`src/rtl/wbb_pkg.sv`:
```
package wbb_pkg;

    typedef enum logic [1:0] {
        DIRTY_NONE = 2'b00,
        DIRTY_LO   = 2'b01,
        DIRTY_HI   = 2'b10,
        DIRTY_ALL  = 2'b11
    } dirty_e;

    // First word index written for a given dirty pattern
    function automatic int unsigned span_first(input logic [1:0] dirty, input int unsigned words);
        return (dirty == DIRTY_HI) ? words / 2 : 0;
    endfunction

    // Last word index written for a given dirty pattern
    function automatic int unsigned span_last(input logic [1:0] dirty, input int unsigned words);
        return (dirty == DIRTY_LO) ? words / 2 - 1 : words - 1;
    endfunction

endpackage

```
`src/rtl/wbb_line_store.sv`:
```
module wbb_line_store #(
    parameter int AW    = 32,
    parameter int DW    = 32,
    parameter int WORDS = 8,
    parameter int IW    = $clog2(WORDS)
) (
    input  logic                clk,
    input  logic                rst,
    input  logic                load,
    input  logic [AW-1:0]       ld_base,
    input  logic [WORDS*DW-1:0] ld_data,
    input  logic [IW-1:0]       ld_first,
    input  logic [IW-1:0]       ld_last,
    input  logic                clear,
    output logic                full,
    output logic [AW-1:0]       base,
    output logic [WORDS*DW-1:0] data,
    output logic [IW-1:0]       first_idx,
    output logic [IW-1:0]       last_idx
);

    always_ff @(posedge clk) begin
        if (rst) begin
            full      <= 1'b0;
            base      <= '0;
            first_idx <= '0;
            last_idx  <= '0;
        end else if (load) begin
            full      <= 1'b1;
            base      <= ld_base;
            first_idx <= ld_first;
            last_idx  <= ld_last;
        end else if (clear) begin
            full      <= 1'b0;
        end
    end

    for (genvar w = 0; w < WORDS; w++) begin : g_word
        always_ff @(posedge clk) begin
            if (rst)
                data[w*DW +: DW] <= '0;
            else if (load)
                data[w*DW +: DW] <= ld_data[w*DW +: DW];
        end
    end

    a_r2_no_load_when_full: assert property (@(posedge clk) disable iff (rst)
        full && !clear |-> !load);

endmodule

```
`src/rtl/wbb_burst_seq.sv`:
```
module wbb_burst_seq #(
    parameter int WORDS = 8,
    parameter int IW    = $clog2(WORDS)
) (
    input  logic          clk,
    input  logic          rst,
    input  logic          load,
    input  logic [IW-1:0] ld_first,
    input  logic          full,
    input  logic [IW-1:0] first_idx,
    input  logic [IW-1:0] last_idx,
    input  logic          beat_ready,
    output logic [IW-1:0] idx,
    output logic          beat_valid,
    output logic          beat_first,
    output logic          beat_last,
    output logic          done
);

    logic fire;

    assign beat_valid = full;
    assign beat_first = full && (idx == first_idx);
    assign beat_last  = full && (idx == last_idx);
    assign fire       = beat_valid && beat_ready;
    assign done       = fire && beat_last;

    always_ff @(posedge clk) begin
        if (rst)
            idx <= '0;
        else if (load)
            idx <= ld_first;
        else if (fire && !beat_last)
            idx <= idx + 1'b1;
    end

    a_r3_index_steps_up: assert property (@(posedge clk) disable iff (rst)
        fire && !beat_last |=> idx == $past(idx) + 1'b1);

    a_r8_done_empties: assert property (@(posedge clk) disable iff (rst)
        done |=> !beat_valid);

endmodule

```
`src/rtl/wbb_drain_ctl.sv`:
```
module wbb_drain_ctl (
    input  logic clk,
    input  logic rst,
    input  logic drain_req,
    input  logic mbuf_empty,
    input  logic line_held,
    output logic block_capture,
    output logic drain_done
);

    assign block_capture = drain_req;
    assign drain_done    = drain_req && !line_held && mbuf_empty;

    a_r10_done_needs_main_empty: assert property (@(posedge clk) disable iff (rst)
        drain_done |-> mbuf_empty && !line_held);

endmodule

```
`src/rtl/line_wb_buffer.sv`:
```
module line_wb_buffer #(
    parameter int AW    = 32,
    parameter int DW    = 32,
    parameter int WORDS = 8
) (
    input  logic                clk,
    input  logic                rst,
    input  logic                cap_valid,
    output logic                cap_ready,
    input  logic [AW-1:0]       cap_addr,
    input  logic [WORDS*DW-1:0] cap_data,
    input  logic [1:0]          cap_dirty,
    output logic                mem_valid,
    input  logic                mem_ready,
    output logic [AW-1:0]       mem_addr,
    output logic [DW-1:0]       mem_data,
    output logic                mem_first,
    output logic                mem_last,
    input  logic                drain_req,
    input  logic                mbuf_empty,
    output logic                drain_done,
    output logic                busy
);
    import wbb_pkg::*;

    localparam int IW         = $clog2(WORDS);
    localparam int WORD_BYTES = DW / 8;
    localparam int BSH        = $clog2(WORD_BYTES);
    localparam int OFS_W      = $clog2(WORDS * WORD_BYTES);

    logic                cap_fire, load, done, full, block;
    logic [AW-1:0]       ld_base, base;
    logic [IW-1:0]       ld_first, ld_last, first_idx, last_idx, idx;
    logic [WORDS*DW-1:0] data;

    assign cap_ready = !full && !block;
    assign cap_fire  = cap_valid && cap_ready;
    assign load      = cap_fire && (dirty_e'(cap_dirty) != DIRTY_NONE);
    assign ld_base   = {cap_addr[AW-1:OFS_W], {OFS_W{1'b0}}};
    assign ld_first  = IW'(span_first(cap_dirty, WORDS));
    assign ld_last   = IW'(span_last(cap_dirty, WORDS));
    assign busy      = full;

    wbb_line_store #(.AW(AW), .DW(DW), .WORDS(WORDS), .IW(IW)) u_store (
        .clk(clk), .rst(rst), .load(load), .ld_base(ld_base), .ld_data(cap_data),
        .ld_first(ld_first), .ld_last(ld_last), .clear(done), .full(full),
        .base(base), .data(data), .first_idx(first_idx), .last_idx(last_idx)
    );

    wbb_burst_seq #(.WORDS(WORDS), .IW(IW)) u_seq (
        .clk(clk), .rst(rst), .load(load), .ld_first(ld_first), .full(full),
        .first_idx(first_idx), .last_idx(last_idx), .beat_ready(mem_ready),
        .idx(idx), .beat_valid(mem_valid), .beat_first(mem_first),
        .beat_last(mem_last), .done(done)
    );

    wbb_drain_ctl u_drain (
        .clk(clk), .rst(rst), .drain_req(drain_req), .mbuf_empty(mbuf_empty),
        .line_held(full), .block_capture(block), .drain_done(drain_done)
    );

    assign mem_addr = base + (AW'(idx) << BSH);
    assign mem_data = data[idx*DW +: DW];

    a_r7_hold_while_stalled: assert property (@(posedge clk) disable iff (rst)
        mem_valid && !mem_ready |=> mem_valid && $stable(mem_addr) && $stable(mem_data)
        && $stable(mem_first) && $stable(mem_last));

    a_r3_addr_ascends: assert property (@(posedge clk) disable iff (rst)
        mem_valid && mem_ready && !mem_last |=> mem_addr == $past(mem_addr) + AW'(WORD_BYTES));

    a_r9_no_capture_in_drain: assert property (@(posedge clk) disable iff (rst)
        drain_req |-> !cap_ready);

    a_r6_clean_line_no_beat: assert property (@(posedge clk) disable iff (rst)
        cap_fire && cap_dirty == 2'b00 |=> !mem_valid);

    a_r11_base_aligned: assert property (@(posedge clk) disable iff (rst)
        mem_valid && mem_first |-> mem_addr[OFS_W-1:BSH+IW-1] == '0 || mem_addr[OFS_W-1:0] == OFS_W'(WORDS*WORD_BYTES/2));

endmodule

```
`config.mk`:
```
export PLATFORM = sky130hd
export DESIGN_NAME = line_wb_buffer
export DESIGN_NICKNAME = d
export VERILOG_FILES = /design/src/rtl/wbb_pkg.sv /design/src/rtl/wbb_line_store.sv /design/src/rtl/wbb_burst_seq.sv /design/src/rtl/wbb_drain_ctl.sv /design/src/rtl/line_wb_buffer.sv
export SDC_FILE = /design/constraint.sdc
export NUM_CORES = 1
export LEC_CHECK = 0
export BUFFER_PORTS_ARGS = -buffer_cell sky130_fd_sc_hd__buf_2
export CAP_MARGIN = 20
export CORE_MARGIN = 2
export CORE_UTILIZATION = 52
export DETAILED_ROUTE_END_ITERATION = 6
export PLACE_DENSITY = 0.8
export SLEW_MARGIN = 10
export SYNTH_ARGS = -nofsm -noshare
export SYNTH_HDL_FRONTEND = slang
export SYNTH_SLANG_ARGS = --single-unit
```
`constraint.sdc`:
```
create_clock -name clk -period 2.4 [get_ports clk]
set_clock_uncertainty 0.15 [all_clocks]
set_input_delay 0.24 -clock clk [delete_from_list [all_inputs] [get_ports clk]]
set_output_delay 0.24 -clock clk [all_outputs]
set_load 0.03 [all_outputs]
```
==> reports/metrics.cfg, run 1 <==
[synth]
netlist_instances=1393
synth.avg_cell_area_um2=8.65
yosys_warnings=0
synth_area_um2=12000
synthArstFlopShare_pct=0
yosys.area_share.simple_pct=18.6
synthAdderAreaFrac_pct=0.208
synth-edff-count=0
synth_top_family_by_area=simple AND/OR/NAND/NOR gates
yosysTopAreaCellShare_pct=48.2
ys_ff_latch=290
yosysSeqAreaShare_pct=48.2
synth_compound_area_share_pct=12.2
synthDistinctLibCells=31
synth.area.top_cells=dfxtp_1 48%, nand2_1 18%, mux4_2 12%
netlist_top_cells_count=569 x nand2_1, 290 x dfxtp_1, 286 x a21oi_1
muxShareOfSynthArea_pct=15.2
synth-main-ff-cell=dfxtp_1
synth_top_area_cell=dfxtp_1
synthMostInstantiatedCell=nand2_1
synthXorXnorAreaFrac_pct=0.218

[global_routing]
grt_antenna_before_repair=14
grt_max_degree=98
grt_pass1_wl_um=77300
grt-busiest-layer=met2
grt_pass1_vias=14200
grt.total_usage_pct=41.7
grt_use_met3_pct=15.0
use_met1_pct=39.7
grt-ovfl-total=0
grtUsageMet2_pct=70.8

[floorplanning]
io_pins=366
start_util_pct=53.0
fp.dieArea_um2=24400
core_area_um2=22700
die_w_um=156
die_h_um=156
rows=55

[cts]
clkTransAtPathRegs_ns=0.06
clock_latency_ns=0.54
cts_tree=done
cts_inserted_buffers=29
htree_num_levels=1
cts_root_buffer=clkbuf_16
clock-sinks=290
clockBufferDepth=3

[setup_path]
r2r-end=u_store.first_idx[2]$_SDFFE_PP0P_
ff2ff_path_depth=5
cp_cell_sequence=buf_12 > buf_16 > mux4_2 > mux2_4 > buf_6
r2r_start=u_store.full$_SDFFE_PP0P_
critPathMaxStageDelay_ns=0.53
critPathMaxFanout=7
worstPathArrival_ns=2.34
r2r_setup_slack_ns=0.14
cp_slowest_cell=mux4_2
endpoint_kind=output port
required_ns=2.01
criticalPathCategory=reg2out
critPathLaunchType=flip-flop

[power_and_ir_drop]
comb_power_share_pct=15.7
sw_frac_of_total_pct=25.9
p_per_area_nw_per_um2=640
power_switching_mw=3.10
internal-power_mw=8.86
pwr-share-clk_pct=41.0
seqPwrFrac_pct=43.2
total_leakage_power_nw=7.55
peakVddDrop_uv=542

[final_layout]
syn_to_final_growth_pct=55.2
fin_util_pct=82.3
final_cells=2332
drive_above_1_share_pct=28.4
fin_nets=2311

[status]
violations=setup timing
status=finished with violations

[min_path]
holdPathEnd=u_store.last_idx[2]$_SDFFE_PP0P_
hp-start=drain_req
hp-class=in2reg
hold_depth=5

[routing]
vias=13900
drt-total-wl_um=52600
dr.pass1.iters=7
wire_per_inst_um=22.6
drc=0
antenna_left=0
drt-initial-drc-count=1749
viasPerCell=5.95

[timing]
grt_setup_unrepaired=yes
setup_viol=32
fin_crit_sh_pct=114
relSlewSlack_pct=56.1
finalHoldViolCount=0
fmax_ghz=0.367
fin_crit_ns=2.73
fin_ws_ns=-0.328
slew_viol_final=0
tightest_slew_ns=0.658

[place]
dp.final_hpwl_um=23800
gp_congestion=0.820
post-place-ws_ns=0.187
port_buffers=358
place_inst=1957

[job]
drv_cap=0

-- worst max path at each step --
stage	from	to	slack (ns)	depth (start not counted)
2_1_floorplan	u_seq.idx[0]$_SDFFE_PP0P_	mem_data[10]	0.12	5
3_3_place_gp	u_seq.idx[0]$_SDFFE_PP0P_	mem_data[29]	0.19	4
3_5_place_dp	u_seq.idx[0]$_SDFFE_PP0P_	mem_data[29]	0.19	4
4_1_cts	u_seq.idx[0]$_SDFFE_PP0P_	mem_data[18]	-0.26	5
5_1_grt	u_seq.idx[0]$_SDFFE_PP0P_	mem_data[10]	-0.36	5
6_report	u_seq.idx[0]$_SDFFE_PP0P_	mem_data[13]	-0.33	5
-- through the flow --
step / power, mW / area, µm² / TNS, ns / hold slack, ns
2_1_floorplan: 5.98 / 12000 / 0 / 0.199
3_3_place_gp: 6.47 / 14100 / 0 / 0.288
3_5_place_dp: 6.50 / 14100 / 0 / 0.293
4_1_cts: 11.7 / 18500 / -7.24 / 0.0168
5_1_grt: 12.3 / 18700 / -9.41 / 0.0713
6_report: 12.0 / 18700 / -7.82 / 0.0499
-- registers in the layout, summed over array words and instances, names as in the netlist --
name,count
u_seq.idx,3
u_store.base,27
u_store.data,256
u_store.first_idx,1
u_store.full,1
u_store.last_idx,2
-- cell type report --
cell class / count / area (µm²)
inverter: 2 / 7.51
multi-input combinational: 985 / 5740
timing repair buffer: 705 / 5730
fill: 1143 / 4010
tap: 285 / 357
sequential: 290 / 5810
clock buffer: 35 / 798
antenna: 12 / 30.0
clock inverter: 18 / 219
-- timing repair --
action / CTS / global route
cloned: 4 / 0
pin swaps: 3 / 1
hold endpoints to repair: 288 / 0
buffers inserted: 9 / 9
setup endpoints to repair: 33 / 37
hold buffers: 288 / 0
gates resized for setup: 93 / 11
-- worst max-delay path: cells and delay by family, from the launching register on --
kind                   cells  cell delay, ns
buffers and inverters      3            0.45
muxes                      2            0.89
DFF                        1            0.44
-- routing by layer --
layer | vias to the layer above | share of wire [%] | wire length [µm]
li1 | 5911 | - | -
met2 | 1111 | 49 | 25800
met3 | 418 | 10 | 5300
met4 | 10 | 9.9 | 5200
met5 | - | 0.21 | 109
met1 | 6437 | 31 | 16200
-- cell families (layout without fill, tap and decap cells) --
family,Yosys count,in the layout
mux,99,99
buf+inv,119,760
flops,290,290
simple gates,587,587
compound gates,292,292
fa+ha+maj,2,2
other cells,1,14
xor+xnor,3,3
-- layout by cell type (no fill, tap or decap), types with 8 or more instances in the layout --
cell type	netlist	routed
dlygate4sd3_1	0	288
buf_12	0	23
mux4_2	64	64
nor2_1	8	8
clkbuf_16	0	29
mux2_4	0	24
buf_4	28	30
diode_2	0	12
a21oi_1	286	282
dfxtp_1	290	287
nand2_1	569	569
clkinv_2	0	12
buf_6	6	33
buf_2	35	324
mux2_2	33	9
-- power groups by stage --
stage               Sequential (mW)  Clock [mW]  Combinational, mW
finish                         5.17        4.91               1.88
global route                   5.19        5.09               1.98
detailed placement             5.25           0               1.25
global placement               5.23           0               1.24
floorplan                      5.26           0              0.724
CTS                            5.14        4.85               1.71
Power figures use the tool's default switching activity.
==> run 2, diff against run 1 <==
PLACE_DENSITY = 0.84   (was 0.8)
TNS_END_PERCENT = 50   (was unset)
==> run 2 against run 1 <==
First-iteration DRC count decreased by 22%. Sequential cell count stayed put. Worst hold slack gained 0.0044 ns. Power is 0.44% lower. Global-route usage fell by 0.95 points. The flow finishes with violations (DRC, setup timing). Sequential share of layout area is 0.30 points higher. Non-clock buffer count fell by 18. Via count shrank 2.7%. Clock power about the same. Fmax is 3.2% higher. Final area fell by 0.88%.
==> reports/metrics.cfg, run 2 (synthesized netlist as in run 1, its figures left out) <==
[power_and_ir_drop]
p_per_area_nw_per_um2=643  ; +0.44%
peakVddDrop_uv=745  ; +38%
power.total_mw=11.9  ; -0.44%
total_leakage_power_nw=7.46  ; -1.2%

[status]
violations=DRC, setup timing
status=finished with violations

[routing]
wire_per_inst_um=21.6  ; -4.0%
drt-initial-drc-count=1365  ; -22%
vias=13500  ; -2.7%
antenna_left=0  ; unchanged
drt-total-wl_um=50100  ; -4.7%
drc=1  ; +1
viasPerCell=5.84  ; -2.0%
dr.pass1.iters=7  ; unchanged

[floorplanning]
rows=55  ; unchanged
start_util_pct=53.0  ; unchanged
die_w_um=156  ; unchanged
die_h_um=156  ; unchanged
io_pins=366  ; unchanged
fp.dieArea_um2=24400  ; unchanged
core_area_um2=22700  ; unchanged

[timing]
slew_viol_final=0  ; unchanged
setup_viol=34  ; +6.3%
grt_setup_unrepaired=yes
relSlewSlack_pct=45.8  ; -10 points
fmax_ghz=0.378  ; +3.2%
fin_crit_ns=2.64  ; -0.0837 ns
finalHoldViolCount=0  ; unchanged
fin_ws_ns=-0.244  ; +0.0837 ns
fin_crit_sh_pct=110  ; -3.5 points
tightest_slew_ns=0.809  ; +0.151 ns

[setup_path]
r2r_start=u_store.full$_SDFFE_PP0P_
cp_slowest_cell=mux4_2
required_ns=2.01  ; about the same
criticalPathCategory=reg2out
cp_cell_sequence=buf_12 > buf_12 > mux4_2 > mux2_4 > buf_6
cp_common_cell=buf_12
critPathMaxFanout=7  ; unchanged
critPathLaunchType=flip-flop
worstPathArrival_ns=2.25  ; -0.09 ns
critPathMaxStageDelay_ns=0.55  ; +0.02 ns
endpoint_kind=output port
critPathLaunch=u_seq.idx[0]$_SDFFE_PP0P_

[global_routing]
grt_max_degree=91  ; -7.1%
grt-ovfl-total=0  ; unchanged
grt_pass1_vias=14500  ; +1.7%
grt_pass1_wl_um=76700  ; -0.85%
grt_antenna_before_repair=7  ; -7
grt.total_usage_pct=40.7  ; -0.95 points

[cts]
cts_tree=done
clock-sinks=290  ; unchanged
clockBufferDepth=3  ; unchanged
cts_inserted_buffers=30  ; +3.4%
clkTransAtPathRegs_ns=0.06  ; about the same
clock_latency_ns=0.54  ; about the same
htree_num_levels=1  ; unchanged
cts_root_buffer=clkbuf_16

[final_layout]
largest-register=u_store.data
fin_nets=2294  ; -0.74%
layout_commonest_cell=nand2_1
syn_to_final_growth_pct=53.8
drive_above_1_share_pct=27.6  ; -0.78 points
fin_util_pct=81.6  ; -0.72 points
largest_reg_flops=256  ; unchanged
reg_top3=u_store.data: 256 flops, u_store.base: 27 flops, u_seq.idx: 3 flops
final_cell_mix=568 x nand2_1, 324 x buf_2, 288 x dlygate4sd3_1, 286 x dfxtp_1, 282 x a21oi_1

[min_path]
hp-class=in2reg
hp-start=drain_req

[place]
gp_congestion=0.815  ; -0.55%
port_buffers=358  ; unchanged
dp.final_hpwl_um=23800  ; about the same

[job]
drv_cap=0  ; unchanged

[run 2: power by group]
| part | internal [mW] | total (mW) | switching, mW |
|---|---|---|---|
| Sequential | 5.03 | 5.17 | 0.139 |
| Combinational | 0.906 | 1.83 | 0.925 |
| Clock | 2.91 | 4.91 | 1.99 |
| Total | 8.85 | 11.9 | 3.06 |
[run 2: worst paths after layout]
path                                       to  slack (ns)  cells past startpoint
min          u_store.last_idx[2]$_SDFFE_PP0P_        0.05                      4
max reg2reg    u_store.data[152]$_SDFFE_PP0P_        0.24                      6
max                              mem_data[19]       -0.24                      5
min reg2reg    u_store.data[164]$_SDFFE_PP0P_        0.30                      2
[run 2: stage by stage]
stage | instance area, µm² | setup WS, ns | setup TNS (ns) | hold slack (ns) | std cells
4_1_cts | 18400 | -0.262 | -7.01 | 0.0237 | 2299
3_5_place_dp | 14000 | 0.257 | 0 | 0.293 | 1948
2_1_floorplan | 12000 | 0.121 | 0 | 0.199 | 1394
6_report | 18500 | -0.244 | -6.55 | 0.0543 | 2315
5_1_grt | 18500 | -0.286 | -8.44 | 0.0869 | 2311
3_3_place_gp | 14000 | 0.260 | 0 | 0.289 | 1948
[run 2: layout make-up]
class,count,area (µm²)
Antenna cell,10,25.0
Clock buffer,47,946
Fill cell,1187,4180
Clock inverter,9,101
Inverter,2,7.51
Timing Repair Buffer,687,5520
Multi-Input combinational cell,985,5760
Tap cell,285,357
Sequential cell,290,5820
[run 2: repair_timing]
action / in CTS / in global routing
buffers inserted: 4 / 6
hold buffers: 289 / 0
gates cloned: 2 / 1
pin swaps: 2 / 1
endpoints found under the setup margin: 33 / 37
hold endpoints to repair: 288 / 0
resized for setup: 92 / 19
[run 2: layer usage]
layer	vias up	global-route usage [%]	wire length (µm)
li1	5864	-	-
met1	6232	39.3	16000
met2	1040	70.9	25000
met3	374	13.3	4430
met4	0	33.2	4610
met5	-	1.24	0
[run 2: worst max-delay path: cells and delay by family (launching register included)]
family | cells | cell delay [ns]
buf+inv | 3 | 0.42
mux | 2 | 0.85
flops | 1 | 0.44
